--- src/rtl/uart_rx_pkg.sv ---
package uart_rx_pkg;

    typedef enum logic [2:0] {
        ST_IDLE  = 3'd0,
        ST_START = 3'd1,
        ST_DATA  = 3'd2,
        ST_PAR   = 3'd3,
        ST_STOP  = 3'd4
    } rx_state_e;

    function automatic logic maj3(input logic a, input logic b, input logic c);
        return (a & b) | (a & c) | (b & c);
    endfunction

endpackage

--- src/rtl/uart_rx_gate.sv ---
module uart_rx_gate (
    input  logic os_tick,
    input  logic rx_en,
    input  logic wait_req,
    input  logic wait_freeze_en,
    input  logic stop_req,
    output logic frozen,
    output logic tick_en
);
    // Freezing only withholds ticks; every register keeps its value.
    always_comb begin
        frozen  = stop_req | (wait_req & wait_freeze_en);
        tick_en = os_tick & rx_en & ~frozen;
    end
endmodule

--- src/rtl/uart_rx_core.sv ---
module uart_rx_core
    import uart_rx_pkg::*;
#(
    parameter int OVERSAMPLE = 16,
    parameter int DATA_BITS  = 8,
    parameter int IDLE_TICKS = 160
) (
    input  logic                 clk,
    input  logic                 rst_n,
    input  logic                 rx_en,
    input  logic                 tick,
    input  logic                 rxd,
    input  logic                 parity_en,
    input  logic                 parity_odd,
    output logic                 frame_done,
    output logic [DATA_BITS-1:0] frame_data,
    output logic                 frame_fe,
    output logic                 frame_pe,
    output logic                 frame_nf,
    output logic                 idle_pulse
);
    localparam int CNT_W  = $clog2(OVERSAMPLE);
    localparam int IDX_W  = (DATA_BITS > 1) ? $clog2(DATA_BITS) : 1;
    localparam int IDLE_W = $clog2(IDLE_TICKS + 1);
    localparam int MID    = OVERSAMPLE / 2;
    localparam int SLOT_A = MID - 1;
    localparam int SLOT_B = MID;
    localparam int SLOT_C = MID + 1;
    localparam int SLOT_L = OVERSAMPLE - 1;

    typedef struct packed {
        rx_state_e            state;
        logic [CNT_W-1:0]     cnt;
        logic [IDX_W-1:0]     idx;
        logic                 s0;
        logic                 s1;
        logic [DATA_BITS-1:0] shift;
        logic                 par;
        logic                 noise;
        logic                 active;
        logic [IDLE_W-1:0]    idle_cnt;
    } core_t;

    core_t q, d;
    logic bit_v, bit_nz;

    always_comb begin
        d          = q;
        frame_done = 1'b0;
        frame_data = q.shift;
        frame_fe   = 1'b0;
        frame_pe   = 1'b0;
        frame_nf   = 1'b0;
        idle_pulse = 1'b0;
        bit_v      = maj3(q.s0, q.s1, rxd);
        bit_nz     = !((q.s0 == q.s1) && (q.s1 == rxd));
        if (!rx_en) begin
            d.state    = ST_IDLE;
            d.cnt      = '0;
            d.idle_cnt = '0;
        end else if (tick) begin
            if (q.state == ST_IDLE) begin
                if (!rxd) begin
                    d.state    = ST_START;
                    d.cnt      = CNT_W'(1);
                    d.noise    = 1'b0;
                    d.par      = 1'b0;
                    d.active   = 1'b1;
                    d.idle_cnt = '0;
                end else if (q.active) begin
                    if (q.idle_cnt == IDLE_W'(IDLE_TICKS - 1)) begin
                        idle_pulse = 1'b1;
                        d.active   = 1'b0;
                        d.idle_cnt = '0;
                    end else begin
                        d.idle_cnt = q.idle_cnt + IDLE_W'(1);
                    end
                end
            end else begin
                d.cnt = q.cnt + CNT_W'(1);
                if (q.cnt == CNT_W'(SLOT_A)) d.s0 = rxd;
                if (q.cnt == CNT_W'(SLOT_B)) d.s1 = rxd;
                if (q.cnt == CNT_W'(SLOT_C)) begin
                    case (q.state)
                        ST_START: begin
                            if (bit_v) begin
                                d.state = ST_IDLE;
                                d.cnt   = '0;
                            end else begin
                                d.noise = q.noise | bit_nz;
                            end
                        end
                        ST_DATA: begin
                            d.shift = {bit_v, q.shift[DATA_BITS-1:1]};
                            d.par   = q.par ^ bit_v;
                            d.noise = q.noise | bit_nz;
                        end
                        ST_PAR: begin
                            d.par   = q.par ^ bit_v;
                            d.noise = q.noise | bit_nz;
                        end
                        ST_STOP: begin
                            frame_done = 1'b1;
                            frame_fe   = ~bit_v;
                            frame_pe   = parity_en & (q.par ^ parity_odd);
                            frame_nf   = q.noise | bit_nz;
                            d.state    = ST_IDLE;
                            d.cnt      = '0;
                        end
                        default: ;
                    endcase
                end
                if (q.cnt == CNT_W'(SLOT_L)) begin
                    case (q.state)
                        ST_START: begin
                            d.state = ST_DATA;
                            d.idx   = '0;
                        end
                        ST_DATA: begin
                            if (q.idx == IDX_W'(DATA_BITS - 1))
                                d.state = parity_en ? ST_PAR : ST_STOP;
                            else
                                d.idx = q.idx + IDX_W'(1);
                        end
                        ST_PAR:  d.state = ST_STOP;
                        default: ;
                    endcase
                end
            end
        end
    end

    always_ff @(posedge clk or negedge rst_n) begin
        if (!rst_n) q <= '{state: ST_IDLE, default: '0};
        else        q <= d;
    end
endmodule

--- src/rtl/uart_rx_flags.sv ---
module uart_rx_flags #(
    parameter int DATA_BITS = 8
) (
    input  logic                 clk,
    input  logic                 rst_n,
    input  logic                 frame_done,
    input  logic [DATA_BITS-1:0] frame_data,
    input  logic                 frame_fe,
    input  logic                 frame_pe,
    input  logic                 frame_nf,
    input  logic                 idle_pulse,
    input  logic                 rd_status,
    input  logic                 rd_data,
    output logic [DATA_BITS-1:0] data_o,
    output logic                 full_o,
    output logic                 idle_o,
    output logic                 ovr_o,
    output logic                 nf_o,
    output logic                 fe_o,
    output logic                 pe_o
);
    typedef struct packed {
        logic [DATA_BITS-1:0] data;
        logic                 full;
        logic                 idle;
        logic                 ovr;
        logic                 nf;
        logic                 fe;
        logic                 pe;
        logic                 armed;
    } flag_t;

    flag_t q, d;
    logic  any_flag;

    always_comb begin
        d        = q;
        any_flag = q.full | q.idle | q.ovr | q.nf | q.fe | q.pe;
        if (rd_status && any_flag) d.armed = 1'b1;
        if (rd_data && q.armed) begin
            d.full  = 1'b0;
            d.idle  = 1'b0;
            d.ovr   = 1'b0;
            d.nf    = 1'b0;
            d.fe    = 1'b0;
            d.pe    = 1'b0;
            d.armed = 1'b0;
        end
        if (idle_pulse) d.idle = 1'b1;
        if (frame_done) begin
            if (d.full) begin
                d.ovr = 1'b1;
            end else begin
                d.data = frame_data;
                d.full = 1'b1;
                d.fe   = frame_fe;
                d.pe   = frame_pe;
                d.nf   = frame_nf;
            end
        end
    end

    always_ff @(posedge clk or negedge rst_n) begin
        if (!rst_n) q <= '0;
        else        q <= d;
    end

    assign data_o = q.data;
    assign full_o = q.full;
    assign idle_o = q.idle;
    assign ovr_o  = q.ovr;
    assign nf_o   = q.nf;
    assign fe_o   = q.fe;
    assign pe_o   = q.pe;
endmodule

--- src/rtl/uart_rx_frz.sv ---
module uart_rx_frz #(
    parameter int OVERSAMPLE = 16,
    parameter int DATA_BITS  = 8,
    parameter int IDLE_TICKS = 160
) (
    input  logic                 clk,
    input  logic                 rst_n,
    input  logic                 rx_en,
    input  logic                 os_tick,
    input  logic                 rxd,
    input  logic                 parity_en,
    input  logic                 parity_odd,
    input  logic                 wait_req,
    input  logic                 wait_freeze_en,
    input  logic                 stop_req,
    input  logic                 rd_status,
    input  logic                 rd_data,
    output logic [DATA_BITS-1:0] rx_data,
    output logic                 rx_full,
    output logic                 rx_idle,
    output logic                 rx_overrun,
    output logic                 rx_noise,
    output logic                 rx_frame_err,
    output logic                 rx_parity_err
);
    logic                 frozen_w, tick_w;
    logic                 done_w, fe_w, pe_w, nf_w, idle_w;
    logic [DATA_BITS-1:0] fdata_w;

    uart_rx_gate u_gate (
        .os_tick        (os_tick),
        .rx_en          (rx_en),
        .wait_req       (wait_req),
        .wait_freeze_en (wait_freeze_en),
        .stop_req       (stop_req),
        .frozen         (frozen_w),
        .tick_en        (tick_w)
    );

    uart_rx_core #(
        .OVERSAMPLE (OVERSAMPLE),
        .DATA_BITS  (DATA_BITS),
        .IDLE_TICKS (IDLE_TICKS)
    ) u_core (
        .clk        (clk),
        .rst_n      (rst_n),
        .rx_en      (rx_en),
        .tick       (tick_w),
        .rxd        (rxd),
        .parity_en  (parity_en),
        .parity_odd (parity_odd),
        .frame_done (done_w),
        .frame_data (fdata_w),
        .frame_fe   (fe_w),
        .frame_pe   (pe_w),
        .frame_nf   (nf_w),
        .idle_pulse (idle_w)
    );

    uart_rx_flags #(
        .DATA_BITS (DATA_BITS)
    ) u_flags (
        .clk        (clk),
        .rst_n      (rst_n),
        .frame_done (done_w),
        .frame_data (fdata_w),
        .frame_fe   (fe_w),
        .frame_pe   (pe_w),
        .frame_nf   (nf_w),
        .idle_pulse (idle_w),
        .rd_status  (rd_status),
        .rd_data    (rd_data),
        .data_o     (rx_data),
        .full_o     (rx_full),
        .idle_o     (rx_idle),
        .ovr_o      (rx_overrun),
        .nf_o       (rx_noise),
        .fe_o       (rx_frame_err),
        .pe_o       (rx_parity_err)
    );
endmodule

--- config.mk ---
export PLATFORM = sky130hd
export DESIGN_NAME = uart_rx_frz
export DESIGN_NICKNAME = d
export VERILOG_FILES = /design/src/rtl/uart_rx_pkg.sv /design/src/rtl/uart_rx_gate.sv /design/src/rtl/uart_rx_core.sv /design/src/rtl/uart_rx_flags.sv /design/src/rtl/uart_rx_frz.sv
export SDC_FILE = /design/constraint.sdc
export NUM_CORES = 1
export LEC_CHECK = 0
export BUFFER_PORTS_ARGS = -buffer_cell sky130_fd_sc_hd__buf_4
export CAP_MARGIN = 25
export CORE_AREA = 2 2 93 95
export DETAILED_ROUTE_END_ITERATION = 16
export DIE_AREA = 0 0 95 97
export GPL_TIMING_DRIVEN = 1
export PLACE_DENSITY = 0.58
export SETUP_SLACK_MARGIN = 0.4
export SYNTH_ARGS = -nofsm -noshare
export SYNTH_HDL_FRONTEND = slang
export SYNTH_SLANG_ARGS = --single-unit
--- constraint.sdc ---
create_clock -name clk -period 2 [get_ports clk]
set_clock_uncertainty 0.15 [all_clocks]
set_input_delay 0.4 -clock clk [delete_from_list [all_inputs] [get_ports clk]]
set_output_delay 0.4 -clock clk [all_outputs]
set_load 0.02 [all_outputs]
==> out/results.ini <==
[grt]
antenna_found_initial = 0
grt_usage_pct = 13.1
grt_pass1_wl_um = 9630
grt_pass1_vias = 1968
grt_max_degree = 47
globalRouteOverflowTotal = 0

[pwr]
p_leak_nw = 1.64
power_mw = 1.90
clkPwrFrac_pct = 38.5
seq_power_share_pct = 49.9
switching_share_pct = 24.9
ir_drop_v = 0.000285
p_sw_uw = 475
p_int_mw = 1.43
p_per_area_nw_per_um2 = 532
power_frac_comb_pct = 11.6

[timing]
max_freq_mhz = 522
period_minus_slack_ps = 1910
rsz0062_at_grt = true
timing.final.crit_share_pct = 95.7
timing.final.max_slew_violations = 0
max_slew.worst_pin.slew_ps = 601
fin_setup_tns_ps = 0
hold_violations = 0
setup_viol = 0
max_slew_margin_pct = 60.0

[place]
placed_area_um2 = 3030
portBuffers = 25
dp_hpwl_um = 3930
gp_congestion = 0.770

[yosys]
yosys.cell_types.count = 55
yosysMostFrequentCell = dfrtp_1
syn-num-nets = 250
synth_cells = 230
synth_seq_cells = 46
ys_top_cells_by_area = dfrtp_1, mux2_2, mux2_4
synth_largest_area_cell = dfrtp_1
syn_avg_cell_area_um2 = 11.2
syn_area_um2 = 2570
async_reset_ff_share_pct = 100
synth_edf_count = 0
yosys_warnings = 0
synth_flop_cell = dfrtp_1
synth_common_cells = dfrtp_1, nand2_1, mux2_2
synth_seq_area_share_pct = 44.7
yosysTopAreaCellShare_pct = 44.7

[finish]
regArea_um2 = 1160
stdcell_area_um2 = 3580
nNetsFinal = 310
multi_input_area_um2 = 1540
syn2layout_area_growth_pct = 39.3
drive_above_1_share_pct = 51.5
n_fill_cell = 749
diodes = 0

[clock_network]
clock-sinks = 46
cts.clk_slew.worst_paths_ps = 90
insertion_delay_ps = 300
cts_buffers = 5
ctsHtreeMaxLevel = 2
cts_buffer_depth = 2
cts_tree = built
clockRootBuffer = clkbuf_8

[job]
maxCapViolations = 0

[drt]
drc = 0
wl_um = 5820
postRouteAntennaNets = 0
dr.pass1.iters = 4
via_count = 2018
drt_iter0_markers = 62
routedWlPerCell_um = 14.7
detail_route.vias_per_cell = 5.10

[critical_path]
worstReg2RegEnd = u_core.q[22]$_DFFE_PN0P_
required_ps = 2040
r2r_cells = 5
startpoint_type = flop
critical_path.max_fanout = 8
arrival_ps = 1960
worstSetupEndpointType = flop
ff2ff_setup_slack_ps = 90
worstSetupPathType = flop to flop
rr_startpoint = u_core.q[29]$_DFFE_PN0P_
critPathCapture = u_core.q[22]$_DFFE_PN0P_
critPathLaunch = u_core.q[29]$_DFFE_PN0P_

[die]
core_um2 = 8130
dieArea_um2 = 9220
boundaryPins = 26
initial_core_util_pct = 31.6
die_w_um = 95
die_h_um = 97
row_count = 33

[run_status]
status = finished clean

[worst_hold_path]
hp-class = primary input to flop
holdPathStages = 2

-- critical path, cell delays in order, from the launching register on --
cell and delay [ps]:
dfrtp_1 420, buf_4 190, nand2b_2 230, a2111oi_4 340
buf_4 190, mux2_4 290
-- metrics by stage --
stage          util [%]  setup slack (ps)  cells  hold slack, ps
2_1_floorplan         -              74.9    230           -45.6
3_3_place_gp       37.2              21.8    368             299
3_5_place_dp       37.2             -9.35    368             300
4_1_cts            42.7              76.1    393             119
5_1_grt            44.0              22.1    396             102
6_report           44.0              86.1    396             122
-- layer usage --
metal / up-vias / global-route usage (%) / wire (um)
met1: 1004 / 18.0 / 2820
met3: 4 / 2.10 / 156
li1: 974 / - / -
met4: 0 / 4.01 / 66
met2: 36 / 20.8 / 2770
met5: - / 0 / 0
-- power by group through the flow --
| stage | Sequential (mW) | Combinational, mW | Clock, mW |
|---|---|---|---|
| after floorplan | 0.965 | 0.0738 | 0 |
| after global placement | 0.968 | 0.150 | 0 |
| after detailed placement | 0.968 | 0.153 | 0 |
| after CTS | 0.950 | 0.208 | 0.750 |
| after global routing | 0.953 | 0.238 | 0.800 |
| final | 0.951 | 0.221 | 0.733 |
-- repair_timing --
action	4_1_cts	5_1_grt
pin swaps	24	7
endpoints found under the hold margin	46	0
cloned	1	0
gates resized for setup	47	23
endpoints found under the setup margin	44	43
buffers inserted	15	3
hold buffers	1	0
-- cell families (layout without fill, tap and decap cells) --
family	after synthesis	count (layout)	share of synthesized area (%)
compound gates	44	44	13.1
xor+xnor	3	3	1.02
fa+ha+maj	8	8	3.89
buf+inv	24	85	5.59
flops	46	46	44.7
mux	29	29	13.5
simple gates	76	76	18.1
-- registers in the layout, indices dropped and copies added (netlist names) --
register	count
u_core.q	23
u_core.frame_data	8
u_flags.data_o	8
u_flags.fe_o	1
u_flags.full_o	1
u_flags.idle_o	1
u_flags.nf_o	1
u_flags.ovr_o	1
u_flags.pe_o	1
u_flags.q	1
-- worst min-delay path by stage --
stage	slack [ps]	end	from
3_3_place_gp	300	u_core.q[7]$_DFFE_PN0P_	rst_n
2_1_floorplan	-50	u_core.frame_data[0]$_DFFE_PN0P_	rst_n
5_1_grt	100	u_flags.q[0]$_DFFE_PN0P_	rd_data
3_5_place_dp	300	u_core.q[7]$_DFFE_PN0P_	rst_n
4_1_cts	120	u_flags.q[0]$_DFFE_PN0P_	rd_data
6_report	120	u_flags.q[0]$_DFFE_PN0P_	rd_data
-- area by class of cell --
| cell class | count | area share, % |
|---|---|---|
| clock buffers | 5 | 1.92 |
| multi-input cells | 160 | 43.0 |
| well taps | 105 | 3.67 |
| clock inverters | 3 | 1.36 |
| inverters | 6 | 0.629 |
| repair buffers | 71 | 17.1 |
| flip-flops and latches | 46 | 32.3 |
-- placed cells by master, fill, tap and decap left out, types with 4 or more instances in the layout --
master    count
buf_4        58
dfrtp_1      41
mux2_4       14
nand2_1      11
buf_6         9
mux2i_1       7
nand3_1       7
mux2_2        7
nand2_2       6
and3_1        6
inv_1         5
nor2_1        5
o21ai_2       5
clkbuf_8      5
dfrtp_2       5
a21oi_1       4
o21ai_1       4
a31oi_1       4
ha_4          4
(Power assumes the default switching activity.)
